===== config.mk =====
export PLATFORM = sky130hd
export DESIGN_NAME = irq_boundary_gate
export DESIGN_NICKNAME = d
export VERILOG_FILES = /design/src/rtl/irqg_pkg.sv /design/src/rtl/irqg_nmi_track.sv /design/src/rtl/irqg_ie_flag.sv /design/src/rtl/irqg_arbiter.sv /design/src/rtl/irq_boundary_gate.sv
export SDC_FILE = /design/constraint.sdc
export NUM_CORES = 1
export LEC_CHECK = 0
export BUFFER_PORTS_ARGS = -buffer_cell sky130_fd_sc_hd__buf_2
export CORE_MARGIN = 10
export CORE_UTILIZATION = 26
export DETAILED_ROUTE_END_ITERATION = 7
export GPL_TIMING_DRIVEN = 1
export PLACE_DENSITY = 0.81
export SLEW_MARGIN = 25
export SYNTH_ARGS = -nofsm -noshare
export SYNTH_HDL_FRONTEND = slang
export SYNTH_HIERARCHICAL = 1
export SYNTH_SLANG_ARGS = --single-unit

===== constraint.sdc =====
create_clock -name clk -period 1.3 [get_ports clk]
set_clock_uncertainty 0.15 [all_clocks]
set_input_delay 0 -clock clk [delete_from_list [all_inputs] [get_ports clk]]
set_output_delay 0 -clock clk [all_outputs]
set_load 0.02 [all_outputs]

===== src/rtl/irqg_pkg.sv =====
package irqg_pkg;

    typedef enum logic [2:0] {
        CLS_OTHER = 3'd0,
        CLS_CLI   = 3'd1,
        CLS_STI   = 3'd2,
        CLS_POPF  = 3'd3,
        CLS_IRET  = 3'd4,
        CLS_SSLD  = 3'd5,
        CLS_GATE  = 3'd6,
        CLS_RSVD  = 3'd7
    } rcls_e;

    localparam int ACC_W    = 5;
    localparam int ACC_FLT  = 0;
    localparam int ACC_DBG  = 1;
    localparam int ACC_NMI  = 2;
    localparam int ACC_INT  = 3;
    localparam int ACC_STEP = 4;

    typedef enum logic [1:0] {
        NMI_IDLE  = 2'd0,
        NMI_PEND  = 2'd1,
        NMI_SERVE = 2'd2
    } nmi_st_e;

    typedef enum logic {
        IEF_OFF = 1'b0,
        IEF_ON  = 1'b1
    } ief_st_e;

endpackage


===== src/rtl/irqg_nmi_track.sv =====
module irqg_nmi_track
    import irqg_pkg::*;
(
    input  logic clk,
    input  logic rst_n,
    input  logic nmi_i,
    input  logic bnd_i,
    input  logic iret_i,
    input  logic take_i,
    output logic pend_o
);

    nmi_st_e st_q, st_d;
    logic    line_q;
    logic    rise;

    assign rise = nmi_i & ~line_q;

    always_ff @(posedge clk or negedge rst_n) begin
        if (!rst_n) begin
            st_q   <= NMI_IDLE;
            line_q <= 1'b0;
        end else begin
            st_q   <= st_d;
            line_q <= nmi_i;
        end
    end

    always_comb begin
        st_d = st_q;
        unique case (st_q)
            NMI_IDLE:  if (rise)           st_d = NMI_PEND;
            NMI_PEND:  if (take_i)         st_d = NMI_SERVE;
            NMI_SERVE: if (bnd_i && iret_i) st_d = NMI_IDLE;
            default:                        st_d = NMI_IDLE;
        endcase
    end

    always_comb begin
        pend_o = (st_q == NMI_PEND);
    end

endmodule


===== src/rtl/irqg_ie_flag.sv =====
module irqg_ie_flag
    import irqg_pkg::*;
#(
    parameter int PLW = 2
) (
    input  logic           clk,
    input  logic           rst_n,
    input  logic           bnd_i,
    input  rcls_e          cls_i,
    input  logic [PLW-1:0] cpl_i,
    input  logic [PLW-1:0] iopl_i,
    input  logic           ld_bit_i,
    output logic           if_post_o,
    output logic           if_o,
    output logic           gp_o
);

    ief_st_e st_q, st_d;
    logic    priv_ok;

    assign priv_ok = (cpl_i <= iopl_i);

    always_ff @(posedge clk or negedge rst_n) begin
        if (!rst_n) st_q <= IEF_OFF;
        else        st_q <= st_d;
    end

    always_comb begin
        st_d = st_q;
        gp_o = 1'b0;
        if (bnd_i) begin
            unique case (cls_i)
                CLS_CLI: begin
                    if (priv_ok) st_d = IEF_OFF;
                    else         gp_o = 1'b1;
                end
                CLS_STI: begin
                    if (priv_ok) st_d = IEF_ON;
                    else         gp_o = 1'b1;
                end
                CLS_POPF, CLS_IRET: st_d = ld_bit_i ? IEF_ON : IEF_OFF;
                CLS_GATE:           st_d = IEF_OFF;
                default:            st_d = st_q;
            endcase
        end
    end

    always_comb begin
        if_post_o = (st_d == IEF_ON);
        if_o      = (st_q == IEF_ON);
    end

endmodule


===== src/rtl/irqg_arbiter.sv =====
module irqg_arbiter
    import irqg_pkg::*;
(
    input  logic             bnd_i,
    input  logic             shadow_i,
    input  logic [ACC_W-1:0] req_i,
    output logic [ACC_W-1:0] grant_o
);

    logic [ACC_W-1:0] mask;
    logic [ACC_W-1:0] elig;

    always_comb begin
        mask = {ACC_W{1'b1}};
        if (shadow_i) begin
            mask          = '0;
            mask[ACC_FLT] = 1'b1;
        end
        elig = bnd_i ? (req_i & mask) : '0;
    end

    genvar gi;
    generate
        for (gi = 0; gi < ACC_W; gi++) begin : g_pri
            if (gi == 0) begin : g_top
                assign grant_o[gi] = elig[gi];
            end else begin : g_rest
                assign grant_o[gi] = elig[gi] & ~(|elig[gi-1:0]);
            end
        end
    endgenerate

endmodule


===== src/rtl/irq_boundary_gate.sv =====
module irq_boundary_gate
    import irqg_pkg::*;
#(
    parameter int FLAGW  = 32,
    parameter int IF_BIT = 9,
    parameter int PLW    = 2
) (
    input  logic             clk,
    input  logic             rst_n,
    input  logic             bnd_i,
    input  logic [2:0]       ret_cls_i,
    input  logic [PLW-1:0]   cpl_i,
    input  logic [PLW-1:0]   iopl_i,
    input  logic [FLAGW-1:0] flags_i,
    input  logic             nmi_i,
    input  logic             intr_i,
    input  logic             flt_req_i,
    input  logic             dbg_req_i,
    input  logic             rf_i,
    input  logic             step_req_i,
    output logic [ACC_W-1:0] acc_o,
    output logic             gp_o,
    output logic             if_o
);

    rcls_e            cls;
    logic             if_post;
    logic             nmi_pend;
    logic             shadow;
    logic [ACC_W-1:0] req;
    logic             unused_flag_bits;

    assign cls              = rcls_e'(ret_cls_i);
    assign shadow           = bnd_i && (cls == CLS_SSLD);
    assign unused_flag_bits = ^flags_i;

    irqg_ie_flag #(.PLW(PLW)) u_flag (
        .clk       (clk),
        .rst_n     (rst_n),
        .bnd_i     (bnd_i),
        .cls_i     (cls),
        .cpl_i     (cpl_i),
        .iopl_i    (iopl_i),
        .ld_bit_i  (flags_i[IF_BIT]),
        .if_post_o (if_post),
        .if_o      (if_o),
        .gp_o      (gp_o)
    );

    irqg_nmi_track u_nmi (
        .clk    (clk),
        .rst_n  (rst_n),
        .nmi_i  (nmi_i),
        .bnd_i  (bnd_i),
        .iret_i (cls == CLS_IRET),
        .take_i (acc_o[ACC_NMI]),
        .pend_o (nmi_pend)
    );

    always_comb begin
        req           = '0;
        req[ACC_FLT]  = flt_req_i;
        req[ACC_DBG]  = dbg_req_i & ~rf_i;
        req[ACC_NMI]  = nmi_pend;
        req[ACC_INT]  = intr_i & if_post;
        req[ACC_STEP] = step_req_i;
    end

    irqg_arbiter u_arb (
        .bnd_i    (bnd_i),
        .shadow_i (shadow),
        .req_i    (req),
        .grant_o  (acc_o)
    );

endmodule


## Word-level counts from Yosys, hierarchy flattened

Cells that the tools add are included.

| word-level totals | value |
|---|---|
| register bits after elaboration | 4 |
| word-level logic and storage cells | 52 |

| cells by class | value |
|---|---|
| eq/ne operators | 11 |
| reduce and logical (&&, ||, !) cells | 9 |
| muxes and demuxes | 14 |
| order comparisons | 1 |
| bitwise logic cells | 14 |

Operators by type and width:

| operator | number |
|---|---|
| two-way mux 5 bit | 2 |
| == test 3 bit (second input constant) | 3 |
| bitwise AND 1 bit | 7 |
| two-way mux 1 bit | 7 |
| == test 3 x 2 -> 1 bit (second input constant) | 2 |
| two-way mux 2 bit | 3 |
| inequality test 2 x 1 -> 1 bit (second input constant) | 3 |
| inverter 1 bit | 6 |
| one-hot mux 2 bit (3 select lines) | 1 |
| OR reduction 2 bit | 3 |
| bitwise AND 5 bit | 1 |
| one-hot mux 1 bit (4 select lines) | 1 |
| OR reduction 4 bit | 1 |
| == test 3 x 1 -> 1 bit (second input constant) | 1 |
| AND reduction 3 bit | 1 |
| OR reduction 3 bit | 1 |
| == test 2 x 1 -> 1 bit (second input constant) | 1 |
| == test 2 bit (second input constant) | 1 |
| less-or-equal comparator 2 bit | 1 |
| logical AND 1 bit | 2 |
| zero test 2 bit | 1 |

## Depth between registers and ports, before layout

| depth | value |
|---|---|
| depth after elaboration | 12 |
| gate-level depth with buffers | 8 |
| mapped depth without buffers | 8 |

## Hierarchy

The synthesis kept the hierarchy.

Modules (own cells, without submodules):

| module | seq. area each (µm²) | area an instance (µm²) | instances | cells an instance |
|---|---|---|---|---|
| irqg_ie_flag | 25.0 | 185.2 | 1 | 24 |
| irqg_nmi_track | 75.1 | 120.1 | 1 | 9 |
| irqg_arbiter | 0.0 | 63.8 | 1 | 7 |
| irq_boundary_gate | 0.0 | 30.0 | 1 | 4 |

## Worst setup path after synthesis

Ideal clock, no wire load.

| timing path | value |
|---|---|
| path type | input port to output port |
| start point | input cpl_i[0] |
| end point | output acc_o[3] |
| slack | -0.512 ns |
| data arrival time | 1.662 ns |
| path buffers | 0 |
| stages on the path | 8 |
| required time | 1.150 ns |
| cell sequence | inv_1 -> ha_1 -> a21oi_1 -> o21ai_1 -> a41o_1 -> a221oi_2 -> and2_1 -> nor3b_1 |

| on the way | value |
|---|---|
| cells in the longest elaborated chain, start to end | 8 |
| elaborated cells between the ends (all ways) | 9 |
| classes of those cells | order compare: 1; mux: 5; bitwise: 3 |

Ends and longest elaborated chain:

| element | line | source |
|---|---|---|
| start, declared | irq_boundary_gate.sv:12 | `input logic [PLW-1:0] cpl_i,` |
| less-or-equal comparator 2 bit * | irqg_ie_flag.sv:21 | `assign priv_ok = (cpl_i <= iopl_i);` |
| two-way mux 1 bit, on equally long branches | irqg_ie_flag.sv:38, irqg_ie_flag.sv:34 |  |
| one-hot mux 1 bit (4 select lines) * | irqg_ie_flag.sv:32 | `unique case (cls_i)` |
| two-way mux 1 bit * | irqg_ie_flag.sv:31 | `if (bnd_i) begin` |
| named net if_post | irq_boundary_gate.sv:27 | `logic if_post;` |
| bitwise AND 1 bit * | irq_boundary_gate.sv:65 | `req[ACC_INT] = intr_i & if_post;` |
| named net req[3] | irq_boundary_gate.sv:30 | `logic [ACC_W-1:0] req;` |
| bitwise AND 5 bit * | irqg_arbiter.sv:19 | `elig = bnd_i ? (req_i & mask) : '0;` |
| two-way mux 5 bit * | irqg_arbiter.sv:19 |  |
| bitwise AND 1 bit * | irqg_arbiter.sv:28 | `assign grant_o[gi] = elig[gi] & ~(\|elig[gi-1:0]);` |
| end, declared | irq_boundary_gate.sv:21 | `output logic [ACC_W-1:0] acc_o,` |

The timed path passes the listed nets; every way through them passes the cells marked *.

## Worst setup path in the final report

| timing path | value |
|---|---|
| start point | input iopl_i[1] |
| end point | output acc_o[3] |

| on the way | value |
|---|---|
| cells in the longest elaborated chain, start to end | 8 |
| elaborated cells between the ends (all ways) | 9 |
| classes of those cells | order compare: 1; mux: 5; bitwise: 3 |

Ends and longest elaborated chain:

| element | line | source |
|---|---|---|
| start, declared | irq_boundary_gate.sv:13 | `input logic [PLW-1:0] iopl_i,` |
| less-or-equal comparator 2 bit * | irqg_ie_flag.sv:21 |  |
| two-way mux 1 bit, on equally long branches | irqg_ie_flag.sv:38, irqg_ie_flag.sv:34 |  |
| one-hot mux 1 bit (4 select lines) * | irqg_ie_flag.sv:32 |  |
| two-way mux 1 bit * | irqg_ie_flag.sv:31 |  |
| named net if_post | irq_boundary_gate.sv:27 |  |
| bitwise AND 1 bit * | irq_boundary_gate.sv:65 |  |
| named net req[3] | irq_boundary_gate.sv:30 |  |
| bitwise AND 5 bit * | irqg_arbiter.sv:19 |  |
| two-way mux 5 bit * | irqg_arbiter.sv:19 |  |
| bitwise AND 1 bit * | irqg_arbiter.sv:28 |  |

Marked as above.

==> run summary <==
Post-synthesis net count: 94. Port buffering added 23 buffers. The die covers 3500 µm². Detailed placement finished with a half-perimeter wire length of 1160 µm. The clock tree root buffer cell was clkbuf_4. The per-cell via count in the routed design works out to 4.84. The relative slew slack was 80.6%; the fill cell total of the finished layout was 138. After global routing, the most crowded layer is met2.

The clock network accounts for 20.4% of the total power. The longest clock path from root to sink contains 2 buffers. The synthesized design devotes to its leading area cell type 25.1% of total area. The tools report the endpoint arrival time on the critical path as 1.57 ns.

The maximum net fanout on the critical path is 3. The count of nets left with antenna violations once routing finished came out at 0. Net switching is 34.9% of the power. Traced cell by cell, the critical path runs through buf_8, inv_12, ha_4, nor2b_4, o21ai_1, a41o_1, a221oi_2, and2_4, nor3b_4, buf_6. For this run, global-route usage on met1 was measured as 7.11%. Dividing the detail-routed wire length by the instance count gives 13.8 µm.

The tools report the power share of the combinational group as 56.2%. The utilization after layout was 55.7%. After detailed routing, the total wire length is 1360 µm. The tools report the number of endpoints failing setup at the final stage as 2. The tools report the standby leakage power as 0.000384 µW. The number of levels the H-tree was split into was 1; the stage delay of the slowest cell on the critical path was 0.25 ns. The total power per unit cell area came out at 994 nW/µm². After synthesis, the most frequently instantiated cells are 5 x inv_1, 4 x dfrtp_1, 3 x a21oi_1, 3 x nor2b_1. For the cell row count, the log shows 14. Data on the critical path is required at its endpoint by 1.15 ns. For this design the top-level I/O count stands at 55. The logs give 0 for the number of diodes and 25.1% for the share of synthesized area occupied by flip-flops and latches.

The netlist uses 27 different library cells. Global routing used 3.22% of the available met3 tracks. The width of the chip came out at 59.2 µm.

Before antenna repair, the detailed router went through 5 iterations. The library cell with the highest instance count after synthesis was inv_1. The async set-reset flop share out of synthesis came out at 100%. For this run, the number of Yosys warnings is 6. The internal power is 530 µW.

The routed layout has 479 vias. By startpoint and endpoint, the worst setup path is classified as in2out. The total of flip-flops plus latches after synthesis is 4, and the insertion delay to the later sink of the worst-skew pair is 0.23 ns. The DRC marker count from the first detailed-route iteration is 1. The synthesized design spends more area on one cell type than any other, namely dfrtp_1.

In the final timing run, aggregate negative setup slack is -0.827 ns. For the maximum number of pins on one net before global-route repair, the log shows 9. The run gives 544 as the number of global-route vias before repair.

Initial core utilization: 27.1%. The slew at the pin closest to its max-slew limit was 0.287 ns; the average cell area after synthesis was 9.07 µm². Per report_power, the sequential group accounts for 23.3% of the total. TritonCTS built the clock tree. The number of antenna violations at the first check in global routing was 0. The met2 capacity usage during global routing was 16.0%. Number of violations of the max-capacitance limit: 0. The final max-slew violation count came out at 0. The worst setup path is captured at an output port. Counting flops with a built-in enable in the synthesized netlist gives 0. Post-route minimum period: 1.72 ns. Global routing used 8.30% of the available tracks across all layers.

In this run the worst hold path is classified as in2reg. The fmax is 582 MHz, and the layout overhead on the synthesized area is 105%. The clock slew at the register clock pins of the worst setup and hold paths came out at 0.04 ns.

For the global placement routability congestion, the log shows 0.709. The CTS buffer count is 3, and the clock net sink count is 4. The worst setup slack after layout came out at -0.419 ns.

For this design the total switching power over the nets is 284 µW. In this run the vertical extent of the chip is 59.2 µm. Setup repair after global routing could not meet its margin everywhere. Among all flip-flop cells after synthesis, the most frequent one is dfrtp_1.

The logs give 1470 µm² for the area inside the core boundary and 44 for the post-synthesis cell count. The post-synthesis instance area came out at 399 µm². The kind of start point of the critical path is a primary input.

The final net count was 134; the number of endpoints with negative hold slack in the final report was 1. Ratio of cells with drive above 1 in the final layout: 67.5%. The first global-routing pass estimated 2330 µm of wire.

In the routed design, unresolved DRC markers number 0. The cell with the largest stage delay on the worst path is ha_4. Worst hold margin: -0.0609 ns. By area the synthesized netlist is led by dfrtp_1 25%, ha_1 6.3%, inv_1 4.7%.

The checks that failed: hold timing, setup timing. The final cycle utilization of the critical path was 132%; the worst supply voltage drop on vdd was 0.725 mV. In this run, post-CTS hold repair placed 3 buffers. The run finished, with violations left.

Summed over all layers, the global routing overflow is 0.
-- final timing paths --
| check | startpoint | end | slack (ns) | depth (start not counted) |
|---|---|---|---|---|
| max | iopl_i[1] | acc_o[3] | -0.42 | 10 |
| min | bnd_i | u_flag/if_o | -0.06 | 3 |
| max reg2reg | u_nmi/st_q[1] | u_nmi/st_q[0] | 0.06 | 5 |
| min reg2reg | u_nmi/st_q[0] | u_nmi/st_q[1] | 0.33 | 1 |
| min in group asynchronous | rst_n | u_nmi/st_q[1] | 0.51 | 3 |
| max in group asynchronous | rst_n | u_flag/if_o | 0.30 | 3 |
-- worst max-delay path, delay by kind of cell --
family	cells	cell delay, ns
compound gates	3	0.52
fa+ha+maj	1	0.25
buf+inv	3	0.26
simple gates	3	0.54
-- layout make-up --
| class | instances | area (µm²) | share of cell area [%] |
|---|---|---|---|
| flip-flops and latches | 4 | 101 | 12.4 |
| well taps | 16 | 20.0 | 2.44 |
| repair buffers | 36 | 283 | 34.5 |
| clock buffers | 4 | 26.3 | 3.21 |
| multi-input cells | 34 | 358 | 43.7 |
| inverters | 5 | 31.3 | 3.82 |
-- power groups by stage --
stage / Combinational (µW) / Clock [µW] / Sequential (µW)
2_1_floorplan: 239 / 0 / 196
3_3_place_gp: 384 / 0 / 188
3_5_place_dp: 399 / 0 / 190
4_1_cts: 457 / 181 / 190
5_1_grt: 504 / 185 / 195
6_report: 458 / 167 / 190
-- cell usage in the layout (no fill, tap or decap), types with 2 or more instances in the layout --
cell type,synthesis,layout
nor2b_4,1,2
nor2b_1,3,2
buf_2,0,13
dfrtp_1,4,3
a21oi_1,3,2
buf_6,0,6
ha_4,0,2
inv_2,0,2
nor3_1,2,2
clkbuf_4,0,3
buf_4,0,12
buf_8,0,2
dlygate4sd3_1,0,3
inv_1,5,2
nand2_1,2,2
-- routing by layer --
| layer | vias to the layer above | wire [µm] |
|---|---|---|
| li1 | 243 | - |
| met1 | 221 | 490 |
| met2 | 15 | 766 |
| met3 | 0 | 108 |
| met4 | 0 | 0 |
| met5 | - | 0 |
-- cell families after synthesis --
group / count (synthesis) / share of synthesized area, %
fa+ha+maj: 2 / 6.27
xor+xnor: 1 / 2.19
compound gates: 12 / 22.6
buf+inv: 6 / 5.96
simple gates: 19 / 37.9
flops: 4 / 25.1
-- timing repair --
| item | in CTS | in global routing |
|---|---|---|
| hold endpoints to repair | 6 | 1 |
| pin swaps | 8 | 2 |
| endpoints found under the setup margin | 4 | 5 |
| resized for setup | 18 | 2 |
| buffers inserted | 1 | 0 |
| cloned | 0 | 0 |
-- flip-flops by register name (all words and copies together), names as in the netlist --
register      cells
u_nmi/st_q        2
u_flag/if_o       1
u_nmi/line_q      1
-- stage by stage --
step / hold WS, ns / power (µW) / area [µm²] / instances / setup slack (ns)
after floorplan: -0.446 / 435 / 479 / 44 / -0.203
after global placement: -0.343 / 572 / 684 / 92 / -0.492
final: -0.0609 / 815 / 820 / 99 / -0.419
after global routing: -0.0565 / 884 / 820 / 99 / -0.513
after CTS: -0.0702 / 828 / 817 / 99 / -0.458
after detailed placement: -0.340 / 590 / 684 / 92 / -0.573
Note: power is estimated with default switching activity, not from simulation.
